===== src/rtl/ifu_pkg.sv =====
package ifu_pkg;
  localparam int BUS_W  = 8;
  localparam int INSN_W = 2 * BUS_W;
  localparam int ADDR_W = 16;
  localparam int HPC_W  = ADDR_W - 1;
  localparam int OFF_W  = 9;
  localparam int CLS_W  = 3;
  localparam int EXT_W  = ADDR_W - OFF_W - 1;

  localparam logic [CLS_W-1:0] CLS_JMP = 3'b000;
  localparam logic [CLS_W-1:0] CLS_JAL = 3'b001;
  localparam logic [CLS_W-1:0] CLS_BEZ = 3'b010;
  localparam logic [CLS_W-1:0] CLS_BNZ = 3'b011;

  typedef logic [INSN_W-1:0] insn_t;
  typedef logic [HPC_W-1:0]  hpc_t;
  typedef logic [BUS_W-1:0]  byte_t;

  typedef struct packed {
    insn_t word;
    hpc_t  hpc;
    logic  pred;
  } slot_t;

  function automatic logic [CLS_W-1:0] insn_class(insn_t w);
    return w[INSN_W-1 -: CLS_W];
  endfunction

  function automatic logic is_uncond(insn_t w);
    return (insn_class(w) == CLS_JMP) || (insn_class(w) == CLS_JAL);
  endfunction

  function automatic logic is_cond(insn_t w);
    return (insn_class(w) == CLS_BEZ) || (insn_class(w) == CLS_BNZ);
  endfunction

  // backward conditional branches and all relative jumps are followed
  function automatic logic guess_taken(insn_t w);
    return is_uncond(w) || (is_cond(w) && w[OFF_W-1]);
  endfunction

  // halfword offset expressed as a signed byte displacement
  function automatic logic [ADDR_W-1:0] byte_disp(insn_t w);
    return {{EXT_W{w[OFF_W-1]}}, w[OFF_W-1:0], 1'b0};
  endfunction
endpackage


===== src/rtl/ifu_predict.sv =====
module ifu_predict
  import ifu_pkg::*;
(
  input  insn_t word,
  input  hpc_t  hpc,
  output hpc_t  next_hpc,
  output logic  taken
);
  logic [ADDR_W-1:0] here_b;
  logic [ADDR_W-1:0] tgt_b;
  hpc_t              seq_hpc;

  always_comb begin
    here_b   = {hpc, 1'b0};
    tgt_b    = here_b + byte_disp(word);
    seq_hpc  = hpc + hpc_t'(1);
    taken    = guess_taken(word);
    next_hpc = taken ? tgt_b[ADDR_W-1:1] : seq_hpc;
  end
endmodule


===== src/rtl/ifu_seq.sv =====
module ifu_seq
  import ifu_pkg::*;
#(
  parameter hpc_t RESET_HPC = '0
) (
  input  logic  clk,
  input  logic  rst,
  input  logic  take,
  input  logic  flush,
  input  hpc_t  flush_hpc,
  input  hpc_t  pred_hpc,
  input  byte_t byte_in,
  output hpc_t  hpc,
  output logic  phase,
  output byte_t lo_byte
);
  always_ff @(posedge clk) begin
    if (rst) begin
      hpc     <= RESET_HPC;
      phase   <= 1'b0;
      lo_byte <= '0;
    end else if (flush) begin
      hpc   <= flush_hpc;
      phase <= 1'b0;
    end else if (take) begin
      if (!phase) begin
        lo_byte <= byte_in;
        phase   <= 1'b1;
      end else begin
        phase <= 1'b0;
        hpc   <= pred_hpc;
      end
    end
  end
endmodule


===== src/rtl/ifu_slot.sv =====
module ifu_slot
  import ifu_pkg::*;
(
  input  logic  clk,
  input  logic  rst,
  input  logic  flush,
  input  logic  load,
  input  logic  drain,
  input  slot_t din,
  output logic  valid,
  output slot_t dout
);
  always_ff @(posedge clk) begin
    if (rst || flush) begin
      valid <= 1'b0;
    end else if (load) begin
      valid <= 1'b1;
    end else if (drain) begin
      valid <= 1'b0;
    end
  end

  always_ff @(posedge clk) begin
    if (rst) begin
      dout <= '0;
    end else if (load && !flush) begin
      dout <= din;
    end
  end
endmodule


===== src/rtl/ifetch_byte.sv =====
module ifetch_byte
  import ifu_pkg::*;
#(
  parameter logic [15:0] RESET_ADDR = 16'h0000
) (
  input  logic        clk,
  input  logic        rst,
  output logic        mem_req,
  input  logic        mem_rdy,
  output logic [15:0] mem_addr,
  input  logic [7:0]  mem_rdata,
  output logic        ins_valid,
  output logic [15:0] ins_word,
  output logic [15:0] ins_pc,
  output logic        ins_pred,
  input  logic        stall,
  input  logic        redir_valid,
  input  logic [15:0] redir_pc
);
  localparam hpc_t RESET_HPC = RESET_ADDR[ADDR_W-1:1];

  hpc_t  cur_hpc;
  hpc_t  next_hpc;
  logic  fetch_phase;
  byte_t lo_byte;
  insn_t word_now;
  logic  guess;
  logic  slot_free;
  logic  byte_take;
  logic  word_done;
  slot_t slot_in;
  slot_t slot_out;

  assign slot_free = !ins_valid || !stall;
  assign mem_req   = !rst && !redir_valid && (!fetch_phase || slot_free);
  assign mem_addr  = {cur_hpc, fetch_phase};
  assign byte_take = mem_req && mem_rdy;
  assign word_done = byte_take && fetch_phase;
  assign word_now  = {mem_rdata, lo_byte};

  ifu_predict u_pred (
    .word     (word_now),
    .hpc      (cur_hpc),
    .next_hpc (next_hpc),
    .taken    (guess)
  );

  ifu_seq #(.RESET_HPC(RESET_HPC)) u_seq (
    .clk       (clk),
    .rst       (rst),
    .take      (byte_take),
    .flush     (redir_valid),
    .flush_hpc (redir_pc[ADDR_W-1:1]),
    .pred_hpc  (next_hpc),
    .byte_in   (mem_rdata),
    .hpc       (cur_hpc),
    .phase     (fetch_phase),
    .lo_byte   (lo_byte)
  );

  assign slot_in = '{word: word_now, hpc: cur_hpc, pred: guess};

  ifu_slot u_slot (
    .clk   (clk),
    .rst   (rst),
    .flush (redir_valid),
    .load  (word_done),
    .drain (!stall),
    .din   (slot_in),
    .valid (ins_valid),
    .dout  (slot_out)
  );

  assign ins_word = slot_out.word;
  assign ins_pc   = {slot_out.hpc, 1'b0};
  assign ins_pred = slot_out.pred;
endmodule


===== config.mk =====
export PLATFORM = sky130hd
export DESIGN_NAME = ifetch_byte
export DESIGN_NICKNAME = d
export VERILOG_FILES = /design/src/rtl/ifu_pkg.sv /design/src/rtl/ifu_predict.sv /design/src/rtl/ifu_seq.sv /design/src/rtl/ifu_slot.sv /design/src/rtl/ifetch_byte.sv
export SDC_FILE = /design/constraint.sdc
export NUM_CORES = 1
export LEC_CHECK = 0
export ABC_AREA = 1
export BUFFER_PORTS_ARGS = -buffer_cell sky130_fd_sc_hd__buf_2
export CORE_ASPECT_RATIO = 1.25
export CORE_MARGIN = 2
export CORE_UTILIZATION = 46
export DETAILED_ROUTE_END_ITERATION = 7
export GPL_ROUTABILITY_DRIVEN = 0
export GPL_TIMING_DRIVEN = 0
export PLACE_DENSITY = 0.7
export SKIP_CTS_REPAIR_TIMING = 1
export SLEW_MARGIN = 20
export SYNTH_ARGS = -nofsm -noshare
export SYNTH_HDL_FRONTEND = slang
export SYNTH_SLANG_ARGS = --single-unit
export TNS_END_PERCENT = 1

===== constraint.sdc =====
create_clock -name clk -period 2.57 [get_ports clk]
set_input_delay 0.514 -clock clk [delete_from_list [all_inputs] [get_ports clk]]
set_output_delay 0.514 -clock clk [all_outputs]
set_load 0.02 [all_outputs]

[After elaboration in Yosys (flattened, before gate mapping)]
Cells that the tools add are included.
Storage, ports and cells
  output and inout bits: 51
  input port bits: 29
  word-level logic and storage cells: 45
  flip-flop bits (word level): 57
Cells by class
  reduce and logical (&&, ||, !) cells: 23
  mux-type cells: 7
  equal/unequal tests: 4
  bitwise gates (word level): 2
  $add $sub $neg: 2
Operators with widths (count)
  $mux W15: 4
  $add A16 B16 Y16: 1
  $add A15 B1 Y15 const B: 1
  $eq A3 B2 Y1 const B: 2
  $logic_and A1 B1 Y1: 6
  $logic_or A1 B1 Y1: 6
  $logic_not A1 Y1: 5
  $reduce_bool A2 Y1: 2
  $eq A3 B1 Y1 const B: 1
  $logic_not A3 Y1: 1
  $mux W1: 3
  $reduce_and A3 Y1: 1
  $ne A2 B1 Y1 const B: 1
  $not A1 Y1: 2
  $reduce_and A2 Y1: 1
  $reduce_or A2 Y1: 1

[Longest topological paths before layout]
Gate-level depths: netlist (run 1).
  depth in word-level cells: 8
  gate-level depth with buffers: 15
  mapped depth without buffers: 15

[By module]
Synthesis (run 1) repeated with hierarchy kept, for this count alone.
Unflattened totals
  cells, all modules: 597
  area, all modules: 3788.6 um2
By module, submodules not included
  ifu_slot: area an instance 1422.6 um2, times used 1, cells each 214, seq. area each 660.6 um2
  ifu_seq: area an instance 1320.0 um2, times used 1, cells each 204, seq. area each 480.5 um2
  ifu_predict: area an instance 980.9 um2, times used 1, cells each 166, seq. area each 0.0 um2
  ifetch_byte: area an instance 65.1 um2, times used 1, cells each 13, seq. area each 0.0 um2

[Worst setup path after synthesis (run 1)]
Ideal clock, no wire load.
  path kind: input port to flip-flop
  from: in mem_rdata[0]
  to: reg u_seq.hpc[14]
  library setup time: 0.132 ns
  data arrival time: 2.002 ns
  data required time: 2.438 ns
  cell stages on the path: 13
  buffers on the path: 0
  slack: 0.436 ns
  cells stage by stage: inv_1 > nand2_1 > nand2_2 > nor2_1 > ha_1 > nand2_1 > inv_1 > nand3_1 > inv_1 > a21oi_1 > nand3_1 > nand3_1 > a21oi_1
On the way
  word-level cells in the longest chain between the ends: 6
  elaborated cells between the ends (all ways): 7
  classes of those cells: add/sub (1); mux (4); reduce/logical (2)
Ends and longest elaborated chain
  start: declaration: line ifetch_byte.sv:11  | input logic [7:0] mem_rdata,
  parallel branches: the longest is 2 deep, another holds $add A16 B16 Y16
  $mux W15 (*): line ifu_predict.sv:18  | next_hpc = taken ? tgt_b[ADDR_W-1:1] : seq_hpc;
  $mux W15 (*): line ifu_seq.sv:26  | if (!phase) begin
  $mux W15 (*): line ifu_seq.sv:25  | end else if (take) begin
  $mux W15 (*): line ifu_seq.sv:22  | end else if (flush) begin
  end signal: assignment: line ifu_seq.sv:23  | hpc <= flush_hpc;
  end signal: assignment: line ifu_seq.sv:31  | hpc <= pred_hpc;
  end: declaration: line ifu_seq.sv:13  | output hpc_t hpc,
Mark *: on every way between the ends. The select of a mux whose other input is x is not followed.
A chain may end at the register's enable or synchronous reset.

[Worst setup path after layout (run 1)]
  from: in mem_rdata[0]
  to: reg u_seq.hpc[10]
Same word-level chain as after synthesis.

==> results of run 1 <==
## power by group through the flow
stage	clock [uW]	combinational (uW)	sequential [uW]
2_1_floorplan	0	152	968
3_3_place_gp	0	255	952
3_5_place_dp	0	259	952
4_1_cts	855	261	932
5_1_grt	904	292	934
6_report	848	262	932
## flip-flops by register name (all words and copies together), names as in the netlist
register,cells
u_seq.hpc,15
u_seq.lo_byte,8
u_slot.valid,1
u_seq.phase,1
u_slot.dout,32
## per-stage QoR
| stage | worst slack, ns | hold WS (ns) | std cells | area [um^2] | total power [uW] |
|---|---|---|---|---|---|
| 5_1_grt | 0.104 | 0.368 | 628 | 3720 | 2130 |
| 2_1_floorplan | 0.436 | 0.449 | 449 | 3040 | 1120 |
| 3_5_place_dp | -0.165 | 0.454 | 612 | 3530 | 1210 |
| 6_report | 0.297 | 0.379 | 628 | 3720 | 2040 |
| 3_3_place_gp | -0.0734 | 0.448 | 612 | 3530 | 1210 |
| 4_1_cts | 0.192 | 0.367 | 628 | 3720 | 2050 |
## critical path, delay by kind of cell
family	cells	cell delay, ns
compound gates	2	0.27
fa+ha+maj	1	0.36
simple gates	8	1.07
buf+inv	3	0.25
## area by class of cell
type                       instances  area (um^2)  area share (%)
multi-input combinational        310         1540            41.4
clock inverter                     5         55.1            1.48
sequential                        57         1140            30.6
timing repair buffer              76          380            10.2
tap                               87          109            2.92
clock buffer                      11          141            3.80
buffer                            19          119            3.19
inverter                          63          236            6.35
## cell usage after synthesis
| cell | instances | area (um^2) |
|---|---|---|
| a31oi_1 | 5 | 31.3 |
| nor2_4 | 1 | 11.3 |
| ha_1 | 14 | 175 |
| nand2_1 | 138 | 518 |
| nand3_1 | 25 | 125 |
| a21boi_0 | 1 | 7.51 |
| inv_2 | 2 | 7.51 |
| nand2_2 | 2 | 12.5 |
| conb_1 | 1 | 3.75 |
| o21ai_0 | 28 | 140 |
| nand3b_1 | 2 | 15.0 |
| nor2_1 | 21 | 78.8 |
| a2bb2oi_1 | 1 | 8.76 |
| a211oi_1 | 1 | 7.51 |
| a21oi_1 | 58 | 290 |
| buf_6 | 3 | 33.8 |
| fa_1 | 1 | 20.0 |
| nand4_4 | 1 | 21.3 |
| dfxtp_1 | 57 | 1140 |
| inv_1 | 61 | 229 |
| xnor2_1 | 2 | 17.5 |
| and2_1 | 1 | 6.26 |
| buf_4 | 6 | 45.0 |
| clkbuf_1 | 8 | 30.0 |
| nand4_1 | 3 | 18.8 |
| xor2_1 | 1 | 8.76 |
| or2_2 | 1 | 6.26 |
| buf_2 | 2 | 10.0 |
| o221ai_1 | 1 | 8.76 |
| o211ai_1 | 1 | 7.51 |
## routing by layer
layer	up-vias	part of all wire [%]
met5	-	0
met4	0	2.7
met3	18	4.1
met2	73	50
met1	1371	43
li1	1607	-
## cells by family after synthesis
logic type,share of synthesized area (%)
and+or+nand+nor,26.8
AOI/OAI and AO/OA,16.5
buffers and inverters,11.7
DFF,37.6
adders and majority gates,6.43
xor gates and xnor gates,0.865
other,0.123
## worst min path at each step
stage          slack [ns]        startpoint              end  cells past startpoint
6_report             0.38               rst     u_seq.hpc[0]                      2
5_1_grt              0.37               rst     u_seq.hpc[0]                      2
4_1_cts              0.37               rst     u_seq.hpc[0]                      2
3_5_place_dp         0.45   u_slot.dout[27]  u_slot.dout[27]                      2
3_3_place_gp         0.45   u_slot.dout[28]  u_slot.dout[28]                      2
2_1_floorplan        0.45  u_seq.lo_byte[4]  u_slot.dout[20]                      2
==> flow_summary_export.csv, run 1 <==
group,metric,value,unit
run_status,run_status,"finished clean",
finish,synthToLayoutAreaGrowth,22.7,%
route,vias,3069,
pwr,seqPwrFrac,45.6,%
pwr,cell_internal_pwr,1470,uW
clocking,clock_path_buffers,2,
floorplan,start_util,46.8,%
floorplan,coreArea,6480,um^2
critical_path,cp_max_fo,10,
critical_path,worstPathRequired,2.78,ns
pwr,powerDensity,548,nW/um^2
critical_path,crit_chain,"buf_2, inv_1, nand2_1, nand2_2, nor2_2, ha_1, nand2_1, inv_1, a21oi_1, nand3_1, nand2_1, nand3_1, nand2_1, a21oi_1",
grt,grt_pass1_wl,13400,um
clocking,clk_pin_slew,0.07,ns
grt,grtUsageMet2,43.1,%
grt,antenna_found_initial,0,
floorplan,std_cell_rows,33,
finish,n_antenna_cell,0,
critical_path,cp-start-kind,"input pin",
flow_run,cap_violations,0,
pwr,power_leakage,0.00192,uW
clocking,numCtsBuffers,9,
clocking,clock_latency,0.34,ns
grt,grt_max_degree,11,
clocking,clock-sinks,57,
floorplan,die_x,76.7,um
clocking,ctsRootBufferMaster,"clkbuf_8",
route,final_antenna_net_count,0,
finish,post-route-util,57.5,%
critical_path,path_class,"in -> reg",
floorplan,pin_count,80,
sta,tns,0,ns
grt,grtUsageMet1,26.3,%
grt,use_met3,5.16,%
sta,worst_pin_slew,0.568,ns
sta,finalClockSkew,0.0101,ns
placed_design,hpwl,6410,um
logic_synthesis,avgSynthCellArea,6.76,um^2
logic_synthesis,synthCells,449,
floorplan,die_area,7270,um^2
sta,final.min_clock_period,2.27,ns
clocking,cts_tree,"done",
clocking,htree_levels,3,
floorplan,die_h,94.8,um
critical_path,crit_path_max_incr_delay,0.36,ns
finish,final_common_cell,"nand2_1",
min_path,worstHoldPathType,"in -> reg",
critical_path,crit_path_end,"u_seq.hpc[10]",
logic_synthesis,yosys_warnings,0,
critical_path,r2r_end,"u_seq.hpc[12]",
critical_path,critPathLaunch,"mem_rdata[0]",
grt,grt_pass1_vias,2886,
grt,grt_util_all_layers,23.5,%
sta,hold_viol,0,
route,dr.pass1.iters,4,
critical_path,ff2ff_path_depth,11,
sta,clock.fmax,0.440,GHz
critical_path,r2r-start,"u_seq.hpc[0]",
finish,drive_gt1_share,20.3,%
pwr,combinationalPowerShare,12.8,%
finish,fillers,647,
sta,setup_viol,0,
route,drcViolationCount,0,
route,wl,8250,um
logic_synthesis,synth_fp_nets,493,
critical_path,arrival,2.48,ns
logic_synthesis,synth_cell_type_count,30,
route,post_drt_wl_per_cell,13.1,um
finish,final_cell_mix,"138 x nand2_1, 78 x buf_2, 61 x inv_1",
sta,drv_slew,0,
grt,grt_overflow,0,
pwr,p_clk_share,41.5,%
route,viasPerCell,4.89,
sta,rsz0062_at_grt,"no",
critical_path,crit_top_cell,"nand2_1",
logic_synthesis,synth_seq_cells,57,
pwr,netSwitchingPower,567,uW
critical_path,r2r_slack,0.65,ns
route,drt_iter0_markers,125,
pwr,vdd_drop_max,338,uV
sta,relSlewSlack,62.1,%
logic_synthesis,syn_area,3040,um^2
grt,gr-max-usage-layer,"met2",
sta,period_share,88.4,%
placed_design,portBuffers,76,
critical_path,endpoint_kind,"flip-flop",
pwr,swShare,27.8,%
critical_path,crit_slowest_cell,"ha_1",
logic_synthesis,synth-seq-area-share,37.6,%
finish,final_nets,580,
Power figures use the tool's default switching activity.
==> run 2, diff against run 1 <==
- clock period: 2.57 -> 2.93 ns (I/O delays scaled with it)
==> run 2 against run 1 <==
Net effect:
- design area about the same
- largest cell class unchanged
- worst setup slack better by 0.13 ns
- power down 12%
- critical path depth unchanged
- cell count unchanged
- global-route usage unchanged
- largest power group unchanged
==> flow_summary_export.csv, run 2 (synthesized netlist as in run 1, its figures left out) <==
group,metric,value,unit
grt,grt_max_degree,11,
sta,period_share,85.5,%
floorplan,die_h,94.8,um
sta,rsz0062_at_grt,"no",
grt,grt_pass1_wl,13400,um
sta,clock.fmax,0.399,GHz
route,vias,3061,
critical_path,path_class,"in -> reg",
route,drt_iter0_markers,122,
route,viasPerCell,4.87,
critical_path,crit_slowest_cell,"nor2_1",
critical_path,crit_chain,"buf_2, inv_1, nand2_1, nand2_2, nor2_1, ha_1, nand2_1, inv_1, a21oi_1, nand3_1, nand2_1, nand3_1, nand2_1, a21oi_1",
pwr,seqPwrFrac,45.7,%
clocking,numCtsBuffers,9,
critical_path,cp-start-kind,"input pin",
grt,antenna_found_initial,0,
critical_path,crit_top_cell,"nand2_1",
pwr,combinationalPowerShare,12.8,%
pwr,p_clk_share,41.5,%
floorplan,pin_count,80,
pwr,swShare,27.8,%
finish,synthToLayoutAreaGrowth,22.6,%
sta,final.min_clock_period,2.51,ns
sta,hold_viol,0,
grt,grt_overflow,0,
critical_path,arrival,2.72,ns
clocking,htree_levels,3,
floorplan,start_util,46.8,%
finish,final_cell_mix,"138 x nand2_1, 78 x buf_2, 61 x inv_1",
critical_path,cp_max_fo,10,
clocking,clock_path_buffers,2,
finish,fillers,648,
critical_path,crit_buf_inv,3,
pwr,power_leakage,0.00192,uW
finish,final_area,3720,um^2
finish,largest_register,"u_slot.dout",
critical_path,crit_path_max_incr_delay,0.48,ns
floorplan,std_cell_rows,33,
placed_design,portBuffers,76,
clocking,clk_pin_slew,0.07,ns
sta,worst_pin_slew,0.566,ns
finish,largest_registers,"u_slot.dout (32), u_seq.hpc (15), u_seq.lo_byte (8)",
route,post_drt_wl_per_cell,13.1,um
route,drcViolationCount,0,
min_path,worstHoldPathType,"in -> reg",
finish,post-route-util,57.4,%
sta,relSlewSlack,62.2,%
critical_path,endpoint_kind,"flip-flop",
clocking,clock_latency,0.35,ns
sta,tns,0,ns
finish,drive_gt1_share,20.1,%
finish,largest_reg_flops,32,
sta,setup_viol,0,
grt,grt_util_all_layers,23.5,%
critical_path,path_delay_family,"simple AND/OR/NAND/NOR gates",
clocking,clock-sinks,57,
pwr,powerDensity,481,nW/um^2
floorplan,die_area,7270,um^2
sta,drv_slew,0,
route,dr.pass1.iters,4,
flow_run,cap_violations,0,
route,final_antenna_net_count,0,
pwr,cell_internal_pwr,1290,uW
finish,final_nets,580,
clocking,ctsRootBufferMaster,"clkbuf_8",
floorplan,die_x,76.7,um
floorplan,coreArea,6480,um^2
grt,grt_pass1_vias,2886,
run_status,run_status,"finished clean",
pwr,vdd_drop_max,297,uV
placed_design,placed_cell_area,3530,um^2
placed_design,hpwl,6410,um
finish,n_antenna_cell,0,
finish,final_common_cell,"nand2_1",
critical_path,worstPathRequired,3.14,ns
route,wl,8250,um
sta,fin_hold_ws,0.449,ns
clocking,cts_tree,"done",
pwr,netSwitchingPower,497,uW
sta,finalClockSkew,0.0101,ns
run 2: power groups by stage:
stage / logic, uW / clock network, uW / registers (uW)
detailed placement: 227 / 0 / 835
global placement: 224 / 0 / 835
global route: 256 / 793 / 820
CTS: 229 / 750 / 818
finish: 229 / 743 / 817
floorplan: 133 / 0 / 849
run 2: final timing paths:
kind | start | to | slack (ns) | depth (start not counted)
worst max-delay path | mem_rdata[0] | u_seq.hpc[10] | 0.42 | 14
worst min-delay path | rst | u_seq.hpc[0] | 0.45 | 2
worst max register to register | u_seq.hpc[0] | u_seq.hpc[12] | 1.01 | 11
worst min register to register | u_slot.dout[27] | u_slot.dout[27] | 0.46 | 2
run 2: routing by layer:
layer	wire length, um	track usage (%)
met1	3560	26.3
met2	4130	43.1
met3	332	5.16
met4	225	10.2
met5	0	0
run 2: cell type report:
type / instances / area, um^2 / share of cell area, %
multi-input cells: 310 / 1540 / 41.4
flip-flops and latches: 57 / 1140 / 30.7
repair buffers: 76 / 380 / 10.2
inverters: 63 / 236 / 6.35
clock buffers: 11 / 141 / 3.80
plain buffers: 19 / 119 / 3.19
well taps: 87 / 109 / 2.92
clock inverters: 5 / 55.1 / 1.48
run 2: stage by stage:
step                cells  setup slack, ns  power, uW
global route          628            0.206       1870
CTS                   628            0.480       1800
global placement      612            0.215       1060
finish                628            0.424       1790
detailed placement    612            0.123       1060
floorplan             449            0.724        983
